### src/rtl/irq_coal_pkg.sv
package irq_coal_pkg;

    localparam int DATA_W = 32;
    localparam int BE_W   = DATA_W / 8;

    localparam logic [7:0] OFF_STATUS = 8'h00;
    localparam logic [7:0] OFF_ENABLE = 8'h04;
    localparam logic [7:0] OFF_COAL   = 8'h08;

    localparam int BIT_RX_DMA      = 31;
    localparam int BIT_HW_ERR      = 29;
    localparam int BIT_RX_PERIODIC = 28;
    localparam int BIT_TX_DMA      = 27;
    localparam int BIT_QPTR        = 26;
    localparam int BIT_FW_ERR      = 25;
    localparam int BIT_RADIO_KILL  = 7;
    localparam int BIT_OVERTEMP    = 6;
    localparam int BIT_SW_RX       = 3;
    localparam int BIT_WAKE        = 1;
    localparam int BIT_ALIVE       = 0;

    localparam logic [7:0] DELAY_RESET  = 8'h40;
    localparam logic [7:0] PERIOD_RESET = 8'h00;

    typedef enum logic [1:0] {
        CT_IDLE = 2'd0,
        CT_WAIT = 2'd1,
        CT_FIRE = 2'd2
    } coal_state_e;

    typedef struct packed {
        logic [7:0] period;
        logic [7:0] delay;
    } coal_cfg_t;

    function automatic logic [DATA_W-1:0] bit_of(input int idx);
        return DATA_W'(1) << idx;
    endfunction

    function automatic logic [DATA_W-1:0] legal_causes();
        return bit_of(BIT_RX_DMA) | bit_of(BIT_HW_ERR) | bit_of(BIT_RX_PERIODIC)
             | bit_of(BIT_TX_DMA) | bit_of(BIT_QPTR) | bit_of(BIT_FW_ERR)
             | bit_of(BIT_RADIO_KILL) | bit_of(BIT_OVERTEMP) | bit_of(BIT_SW_RX)
             | bit_of(BIT_WAKE) | bit_of(BIT_ALIVE);
    endfunction

    localparam logic [DATA_W-1:0] LEGAL_CAUSES = legal_causes();

    function automatic logic [DATA_W-1:0] be_expand(input logic [BE_W-1:0] be);
        logic [DATA_W-1:0] m;
        for (int i = 0; i < BE_W; i++) begin
            m[8*i +: 8] = {8{be[i]}};
        end
        return m;
    endfunction

endpackage

### src/rtl/irq_tick_prescaler.sv
module irq_tick_prescaler #(
    parameter int CYCLES = 8000
) (
    input  logic clk,
    input  logic rst,
    input  logic restart,
    output logic tick
);
    generate
        if (CYCLES <= 1) begin : g_pass
            assign tick = ~restart;
        end else begin : g_count
            localparam int CW = $clog2(CYCLES);
            localparam logic [CW-1:0] LAST = CW'(CYCLES - 1);
            logic [CW-1:0] cnt_q;

            assign tick = (cnt_q == LAST) && !restart;

            always_ff @(posedge clk) begin
                if (rst || restart) begin
                    cnt_q <= '0;
                end else if (cnt_q == LAST) begin
                    cnt_q <= '0;
                end else begin
                    cnt_q <= cnt_q + 1'b1;
                end
            end
        end
    endgenerate
endmodule

### src/rtl/irq_cause_status.sv
module irq_cause_status
    import irq_coal_pkg::*;
(
    input  logic              clk,
    input  logic              rst,
    input  logic [DATA_W-1:0] set_vec,
    input  logic [DATA_W-1:0] clr_vec,
    output logic [DATA_W-1:0] status
);
    logic [DATA_W-1:0] status_q;

    always_ff @(posedge clk) begin
        if (rst) begin
            status_q <= '0;
        end else begin
            status_q <= ((status_q & ~clr_vec) | set_vec) & LEGAL_CAUSES;
        end
    end

    assign status = status_q;


    no_clear_no_fall_chk: assert property (@(posedge clk) disable iff (rst)
        (clr_vec == '0) |=> ((status_q & $past(status_q)) == $past(status_q)));


    set_beats_clear_chk: assert property (@(posedge clk) disable iff (rst)
        ((set_vec & clr_vec & LEGAL_CAUSES) != '0)
        |=> ((status_q & $past(set_vec & clr_vec & LEGAL_CAUSES))
             == $past(set_vec & clr_vec & LEGAL_CAUSES)));


    set_lands_chk: assert property (@(posedge clk) disable iff (rst)
        ((set_vec & LEGAL_CAUSES) != '0)
        |=> ((status_q & $past(set_vec & LEGAL_CAUSES)) == $past(set_vec & LEGAL_CAUSES)));
endmodule

### src/rtl/irq_coal_timer.sv
module irq_coal_timer
    import irq_coal_pkg::*;
(
    input  logic       clk,
    input  logic       rst,
    input  logic       pending,
    input  logic       bypass,
    input  logic [7:0] delay,
    input  logic       tick,
    output logic       hold_tick,
    output logic       irq
);
    coal_state_e state_q;
    logic [7:0]  left_q;

    always_ff @(posedge clk) begin
        if (rst) begin
            state_q <= CT_IDLE;
            left_q  <= '0;
        end else begin
            unique case (state_q)
                CT_IDLE: begin
                    if (pending) begin
                        if (bypass || delay == 8'd0) begin
                            state_q <= CT_FIRE;
                        end else begin
                            state_q <= CT_WAIT;
                            left_q  <= delay;
                        end
                    end
                end
                CT_WAIT: begin
                    if (!pending) begin
                        state_q <= CT_IDLE;
                    end else if (bypass) begin
                        state_q <= CT_FIRE;
                    end else if (tick) begin
                        if (left_q == 8'd1) begin
                            state_q <= CT_FIRE;
                        end
                        left_q <= left_q - 8'd1;
                    end
                end
                CT_FIRE: begin
                    if (!pending) begin
                        state_q <= CT_IDLE;
                    end
                end
                default: state_q <= CT_IDLE;
            endcase
        end
    end

    assign hold_tick = (state_q != CT_WAIT);
    assign irq       = (state_q == CT_FIRE);


    rise_needs_pending_chk: assert property (@(posedge clk) disable iff (rst)
        $rose(irq) |-> $past(pending));


    zero_delay_chk: assert property (@(posedge clk) disable iff (rst)
        (state_q == CT_IDLE && pending && delay == 8'd0) |=> irq);


    bypass_chk: assert property (@(posedge clk) disable iff (rst)
        (bypass && pending) |=> irq);


    hold_while_pending_chk: assert property (@(posedge clk) disable iff (rst)
        (irq && pending) |=> irq);
endmodule

### src/rtl/irq_periodic_gen.sv
module irq_periodic_gen #(
    parameter int TICK_CYCLES = 8000
) (
    input  logic       clk,
    input  logic       rst,
    input  logic [7:0] period,
    input  logic       reload,
    output logic       fire
);
    logic       tick;
    logic       idle;
    logic [7:0] cnt_q;

    assign idle = reload || (period == 8'd0);

    irq_tick_prescaler #(.CYCLES(TICK_CYCLES)) u_tick (
        .clk     (clk),
        .rst     (rst),
        .restart (idle),
        .tick    (tick)
    );

    assign fire = tick && !idle && (cnt_q == period - 8'd1);

    always_ff @(posedge clk) begin
        if (rst || idle) begin
            cnt_q <= '0;
        end else if (tick) begin
            cnt_q <= fire ? 8'd0 : cnt_q + 8'd1;
        end
    end


    period_off_silent_chk: assert property (@(posedge clk) disable iff (rst)
        fire |-> (period != 8'd0));
endmodule

### src/rtl/irq_coal_ctrl.sv
module irq_coal_ctrl
    import irq_coal_pkg::*;
#(
    parameter int ADDR_W      = 4,
    parameter int TICK_CYCLES = 8000
) (
    input  logic              clk,
    input  logic              rst,
    input  logic              bus_we,
    input  logic [ADDR_W-1:0] bus_addr,
    input  logic [BE_W-1:0]   bus_be,
    input  logic [DATA_W-1:0] bus_wdata,
    output logic [DATA_W-1:0] bus_rdata,
    input  logic [DATA_W-1:0] hw_cause_set,
    input  logic              hi_prio_rx,
    output logic              irq_out
);
    logic [DATA_W-1:0] be_bits;
    logic              wr_status, wr_enable, wr_coal;
    logic [DATA_W-1:0] clr_vec, set_vec, status;
    logic [DATA_W-1:0] enable_q;
    coal_cfg_t         cfg_q;
    logic              periodic_fire, reload_period;
    logic              bypass_q;
    logic              pending_en;
    logic              coal_tick, hold_tick;

    assign be_bits   = be_expand(bus_be);
    assign wr_status = bus_we && (bus_addr == ADDR_W'(OFF_STATUS));
    assign wr_enable = bus_we && (bus_addr == ADDR_W'(OFF_ENABLE));
    assign wr_coal   = bus_we && (bus_addr == ADDR_W'(OFF_COAL));

    assign clr_vec = wr_status ? (bus_wdata & be_bits) : '0;
    assign set_vec = hw_cause_set
                   | ({DATA_W{hi_prio_rx}}    & bit_of(BIT_RX_DMA))
                   | ({DATA_W{periodic_fire}} & bit_of(BIT_RX_PERIODIC));

    always_ff @(posedge clk) begin
        if (rst) begin
            enable_q     <= '0;
            cfg_q.delay  <= DELAY_RESET;
            cfg_q.period <= PERIOD_RESET;
            bypass_q     <= 1'b0;
        end else begin
            bypass_q <= hi_prio_rx;
            if (wr_enable) begin
                enable_q <= ((enable_q & ~be_bits) | (bus_wdata & be_bits)) & LEGAL_CAUSES;
            end
            if (wr_coal && bus_be[0]) begin
                cfg_q.delay <= bus_wdata[7:0];
            end
            if (wr_coal && bus_be[1]) begin
                cfg_q.period <= bus_wdata[15:8];
            end
        end
    end

    assign reload_period = wr_coal && bus_be[1];

    irq_cause_status u_status (
        .clk     (clk),
        .rst     (rst),
        .set_vec (set_vec),
        .clr_vec (clr_vec),
        .status  (status)
    );

    irq_periodic_gen #(.TICK_CYCLES(TICK_CYCLES)) u_periodic (
        .clk    (clk),
        .rst    (rst),
        .period (cfg_q.period),
        .reload (reload_period),
        .fire   (periodic_fire)
    );

    irq_tick_prescaler #(.CYCLES(TICK_CYCLES)) u_coal_tick (
        .clk     (clk),
        .rst     (rst),
        .restart (hold_tick),
        .tick    (coal_tick)
    );

    assign pending_en = |(status & enable_q);

    irq_coal_timer u_timer (
        .clk       (clk),
        .rst       (rst),
        .pending   (pending_en),
        .bypass    (bypass_q),
        .delay     (cfg_q.delay),
        .tick      (coal_tick),
        .hold_tick (hold_tick),
        .irq       (irq_out)
    );

    always_comb begin
        bus_rdata = '0;
        if (bus_addr == ADDR_W'(OFF_STATUS)) begin
            bus_rdata = status;
        end else if (bus_addr == ADDR_W'(OFF_ENABLE)) begin
            bus_rdata = enable_q;
        end else if (bus_addr == ADDR_W'(OFF_COAL)) begin
            bus_rdata = {16'h0000, cfg_q};
        end
    end


    hi_prio_sets_rx_chk: assert property (@(posedge clk) disable iff (rst)
        hi_prio_rx |=> status[BIT_RX_DMA]);


    enable_legal_chk: assert property (@(posedge clk) disable iff (rst)
        wr_enable |=> ((enable_q & ~LEGAL_CAUSES) == '0));
endmodule

### config.mk
export PLATFORM = sky130hd
export DESIGN_NAME = irq_coal_ctrl
export DESIGN_NICKNAME = d
export VERILOG_FILES = /design/src/rtl/irq_coal_pkg.sv /design/src/rtl/irq_tick_prescaler.sv /design/src/rtl/irq_cause_status.sv /design/src/rtl/irq_coal_timer.sv /design/src/rtl/irq_periodic_gen.sv /design/src/rtl/irq_coal_ctrl.sv
export SDC_FILE = /design/constraint.sdc
export NUM_CORES = 1
export LEC_CHECK = 0
export ABC_AREA = 1
export BUFFER_PORTS_ARGS = -buffer_cell sky130_fd_sc_hd__buf_2
export CAP_MARGIN = 20
export CORE_ASPECT_RATIO = 1.2
export CORE_UTILIZATION = 50
export CTS_BUF_LIST = sky130_fd_sc_hd__clkbuf_4 sky130_fd_sc_hd__clkbuf_8 sky130_fd_sc_hd__clkbuf_16
export CTS_CLUSTER_SIZE = 40
export DETAILED_ROUTE_END_ITERATION = 10
export HOLD_SLACK_MARGIN = 0.1
export PLACE_DENSITY = 0.73
export SLEW_MARGIN = 20
export SYNTH_ARGS = -nofsm -noshare
export SYNTH_HDL_FRONTEND = slang
export SYNTH_HIERARCHICAL = 1
export SYNTH_SLANG_ARGS = --single-unit
### constraint.sdc
create_clock -name clk -period 6.3 [get_ports clk]
set_clock_uncertainty 0.15 [all_clocks]
set_input_delay 0.945 -clock clk [delete_from_list [all_inputs] [get_ports clk]]
set_output_delay 0.945 -clock clk [all_outputs]
set_load 0.05 [all_outputs]
Word-level counts from Yosys, hierarchy flattened

Index checks and enable logic that the tools add are counted.

Reductions and logical operators: 25
Add/subtract/negate cells: 5
Bitwise gates (word level): 10
Equal/unequal tests: 17
Mux-type cells: 19

Operators by type and width:

| kind                    | count |
|---|---|
| $and A32 B32 Y32        | 4 |
| $mux W32                | 3 |
| $or A32 B32 Y32         | 3 |
| $not A32 Y32            | 2 |
| $mux W8                 | 6 |
| $or A32 B29 Y32         | 1 |
| $reduce_or A32 Y1       | 1 |
| $add A13 B1 Y13 const B | 2 |
| $eq A13 B13 Y1 const B  | 2 |
| $logic_not A8 Y1        | 2 |
| $mux W16                | 1 |
| $pmux W8 S2             | 1 |
| $sub A8 B1 Y8 const B   | 2 |
| $mux W2                 | 7 |
| $logic_and A1 B1 Y1     | 9 |
| $add A8 B1 Y8 const B   | 1 |
| $eq A8 B1 Y1 const B    | 1 |
| $eq A8 B8 Y1            | 1 |
| $ne A2 B2 Y1 const B    | 4 |
| $ne A4 B4 Y1 const B    | 2 |
| $ne A2 B1 Y1 const B    | 3 |
| $pmux W2 S3             | 1 |
| $reduce_and A6 Y1       | 1 |
| $eq A4 B3 Y1 const B    | 1 |
| 10 further kinds        | 15 |

Register bits: 104
Word-level logic and storage cells: 87
Bits of input ports: 76

Depth between registers and ports, before layout

Word-level depth: 10
Mapped depth: 16

Cells and area by module

The synthesis kept the hierarchy.

By module, submodules not included:

| module             | area an instance (µm²) | instances | cells an instance |
|---|---|---|---|
| irq_coal_ctrl      | 2124.5                 | 1         | 373 |
| irq_tick_prescaler | 666.9                  | 2         | 97 |
| irq_coal_timer     | 835.8                  | 1         | 147 |
| irq_periodic_gen   | 735.7                  | 1         | 122 |
| irq_cause_status   | 609.3                  | 1         | 78 |

Worst setup path after synthesis

Ideal clock, no wire load.

Path type: input-to-output
From: input bus_addr[3]
To: output bus_rdata[25]
Buffers on the path: 0
Data arrival time: 2488 ps
Path slack: 2717 ps
Stages: 5
Data required time: 5205 ps
Cell sequence: inv_2 -> nand2_1 -> nor2_4 -> inv_1 -> o21ai_0

Cells in the longest elaborated chain, start to end: 3
Elaborated cells between the ends (all ways): 4
Classes of those cells: eq/ne: 1; mux: 2; reduce/logical: 1

Ends and longest elaborated chain:

| element      | RTL line             | text |
|---|---|---|
| from (decl)  | irq_coal_ctrl.sv:10  | `input logic [ADDR_W-1:0] bus_addr,` |
| $eq A4 B3 Y1 | irq_coal_ctrl.sv:100 | `end else if (bus_addr == ADDR_W'(OFF_ENABLE)) begin` |
| $mux W32     | irq_coal_ctrl.sv:100 |  |
| $mux W32 *   | irq_coal_ctrl.sv:98  | `if (bus_addr == ADDR_W'(OFF_STATUS)) begin` |
| to (decl)    | irq_coal_ctrl.sv:13  | `output logic [DATA_W-1:0] bus_rdata,` |

Mark *: on every way between the ends. The rest lies on a longest branch, timed or not.

Worst setup path after layout

From: input bus_addr[0]
To: output bus_rdata[7]

Cells in the longest elaborated chain, start to end: 4
Elaborated cells between the ends (all ways): 6
Classes of those cells: eq/ne: 2; mux: 3; reduce/logical: 1

Ends and longest elaborated chain:

| element      | RTL line             | text |
|---|---|---|
| $eq A4 B4 Y1 | irq_coal_ctrl.sv:102 | `end else if (bus_addr == ADDR_W'(OFF_COAL)) begin` |
| $mux W16     | irq_coal_ctrl.sv:102 |  |
| $mux W32     | irq_coal_ctrl.sv:100 |  |
| $mux W32 *   | irq_coal_ctrl.sv:98  |  |

Marks and branches as above.

==> results by group <==
Worst setup path
  • CP startpoint kind: input port
  • Critical path fanouts, max: 21
  • Setup CP Type: in -> out
  • Worst path arrival time: 2.77 ns
  • Crit path capture type: output port
  • Worst path required time: 5.20 ns
  • Worst R2R Start: cfg_q[8]$_SDFFE_PP0P_
  • Setup crit start: bus_addr[0]
  • R2r setup slk: 3.72 ns

Floorplan
  • Initial Utilization: 0.5168
  • Die X: 97.41 um
  • Die H: 116.5 um
  • Full die area: 11,350 um2
  • Num ports: 109
  • Rows: 41
  • CORE AREA: 10,570 um2

Detailed routing
  • Total Wirelength: 11.39 mm
  • DR iter-0 viols: 230
  • Vias per cell: 4.692
  • Drt wl/cell: 10.71 um
  • Via count: 4,988
  • Antenna-violating nets left: 0
  • Drt pass-1 iters: 4
  • Residual DRC count: 0

Placement
  • DP Cell Count: 1,049
  • Placed Area: 5704 um2
  • # port buffers: 66
  • Placer Congestion: 0.8499
  • Post-DP HPWL: 8.493 mm

Global routing
  • Vias in the first global route: 4,539
  • Gr ovfl total: 0
  • Antenna violations before repair: 0
  • Total Routing Usage GR: 0.2091
  • Largest net degree at the start of global routing: 27
  • First-pass GRT wire length: 19.52 mm

Logic synthesis
  • Mapped Cells: 881
  • Cell Area, Synth: 5461 um2
  • Yosys warns: 6
  • Syn Area/Cell: 6.199 um2

Clocking
  • Quantity of gates resized following cts: 0
  • Postcts setup bufs: 0
  • Max Buffers Root-to-Sink: 2
  • Clk sinks: 83
  • H-tree depth: 3
  • CTS buffer count: 9
  • CTS Hold Buffers Added: 0
  • Skew-Pair Late Insertion Delay: 0.34 ns
  • Clk pin slew, worst setup/hold paths: 0.06 ns
  • TritonCTS clock tree: done
  • Root buffer cell: clkbuf_16

STA
  • Slew HR: 0.4047
  • Post-Route Setup TNS: 0 ns
  • Worst hold margin: 0.3096 ns
  • Worst Tran Pin Value: 0.8897 ns
  • Fin crit share: 0.6139
  • Max Freq: 258.5 MHz
  • RSZ-0062 raised after global routing: no
  • Setup violators final: 0
  • Final hold vios: 0
  • Max Transition Viols Final: 0
  • Final min period: 3.868 ns

Pwr
  • PD cells: 251.7 nW/um2
  • VDD IR max: 0.1422 mV
  • Leakage: 2.751 nW

Layout
  • Ratio of cells with drive above 1 in the final layout: 0.1574
  • P&R area growth vs syn: 9.691%
  • Fin nets: 1,014
  • Final non-filler cell total: 1,063
  • Diodes inserted: 0
  • Final instance area: 5991 um2
  • Fill cells: 1,060

Run
  • Max-Cap Viols: 0

Outcome
  • Result of the run: completed

Hold path
  • Worst hold-check path type: reg -> reg
  • Min-delay src: u_periodic/u_tick/g_count.cnt_q[0]$_SDFF_PP0_
-- final cells by class --
class | count | area [um2] | area share
tap | 129 | 161.4 | 0.02694
sequential | 83 | 1662 | 0.2774
clock buffer | 11 | 246.5 | 0.04114
clock inverter | 3 | 40.04 | 0.006683
inverter | 165 | 619.3 | 0.1034
multi-input combinational | 606 | 2932 | 0.4893
timing repair buffer | 66 | 330.3 | 0.05514
-- path summary, 6_finish.rpt --
path | depth (start not counted) | endpoint
worst max-delay path | 7 | bus_rdata[7]
worst min register to register | 1 | u_periodic/u_tick/g_count.cnt_q[0]$_SDFF_PP0_
worst min-delay path | 1 | u_periodic/u_tick/g_count.cnt_q[0]$_SDFF_PP0_
worst max register to register | 13 | u_periodic/cnt_q[7]$_SDFFE_PP0P_
-- power by group --
| group | switching (mW) | internal [mW] | total [mW] |
|---|---|---|---|
| registers | 0.0339 | 0.562 | 0.596 |
| clock network | 0.198 | 0.316 | 0.515 |
| logic | 0.266 | 0.131 | 0.398 |
-- layer usage --
layer  GRT usage  part of all wire  routed length (um)
met5           0                 0                   0
met2      0.3762              0.48                5413
met1      0.2540              0.47                5340
met3     0.03351             0.040                 452
met4     0.07451             0.016                 182
-- metrics by stage --
| stage | setup WS [ns] | power (mW) | util |
|---|---|---|---|
| after floorplan | 2.717 | 0.9530 | - |
| after global placement | 2.457 | 1.003 | 0.5398 |
| after detailed placement | 2.420 | 1.004 | 0.5398 |
| after CTS | 2.424 | 1.518 | 0.5669 |
| after global routing | 2.240 | 1.614 | 0.5669 |
| final | 2.432 | 1.508 | 0.5669 |
-- critical path, cell delays in order --
cell and delay (ns):
buf_2 0.12, inv_1 0.05, nand2_1 0.11, nor2_2 0.68
inv_2 0.29, o211ai_1 0.27, buf_2 0.30
-- placed cells by master, fill, tap and decap left out, types with 2 or more instances in the layout --
cell and count:
a21oi_1 24, a21oi_2 14, buf_2 66, clkbuf_16 9, clkinv_2 2, conb_1 21, dfxtp_1 83, ha_1 7
inv_1 157, inv_2 7, nand2_1 242, nand2_2 12, nand3_1 34, nand3_2 6, nand3b_1 7, nand4_1 27
nand4_2 3, nor2_1 127, nor2_2 12, nor2_4 3, nor3_1 4, nor3_2 6, o211ai_1 5, o21ai_0 19
o21ai_1 9, or2_0 2, or2_2 2, xnor2_1 8, xor2_1 9
Note: power is estimated with default switching activity, not from simulation.
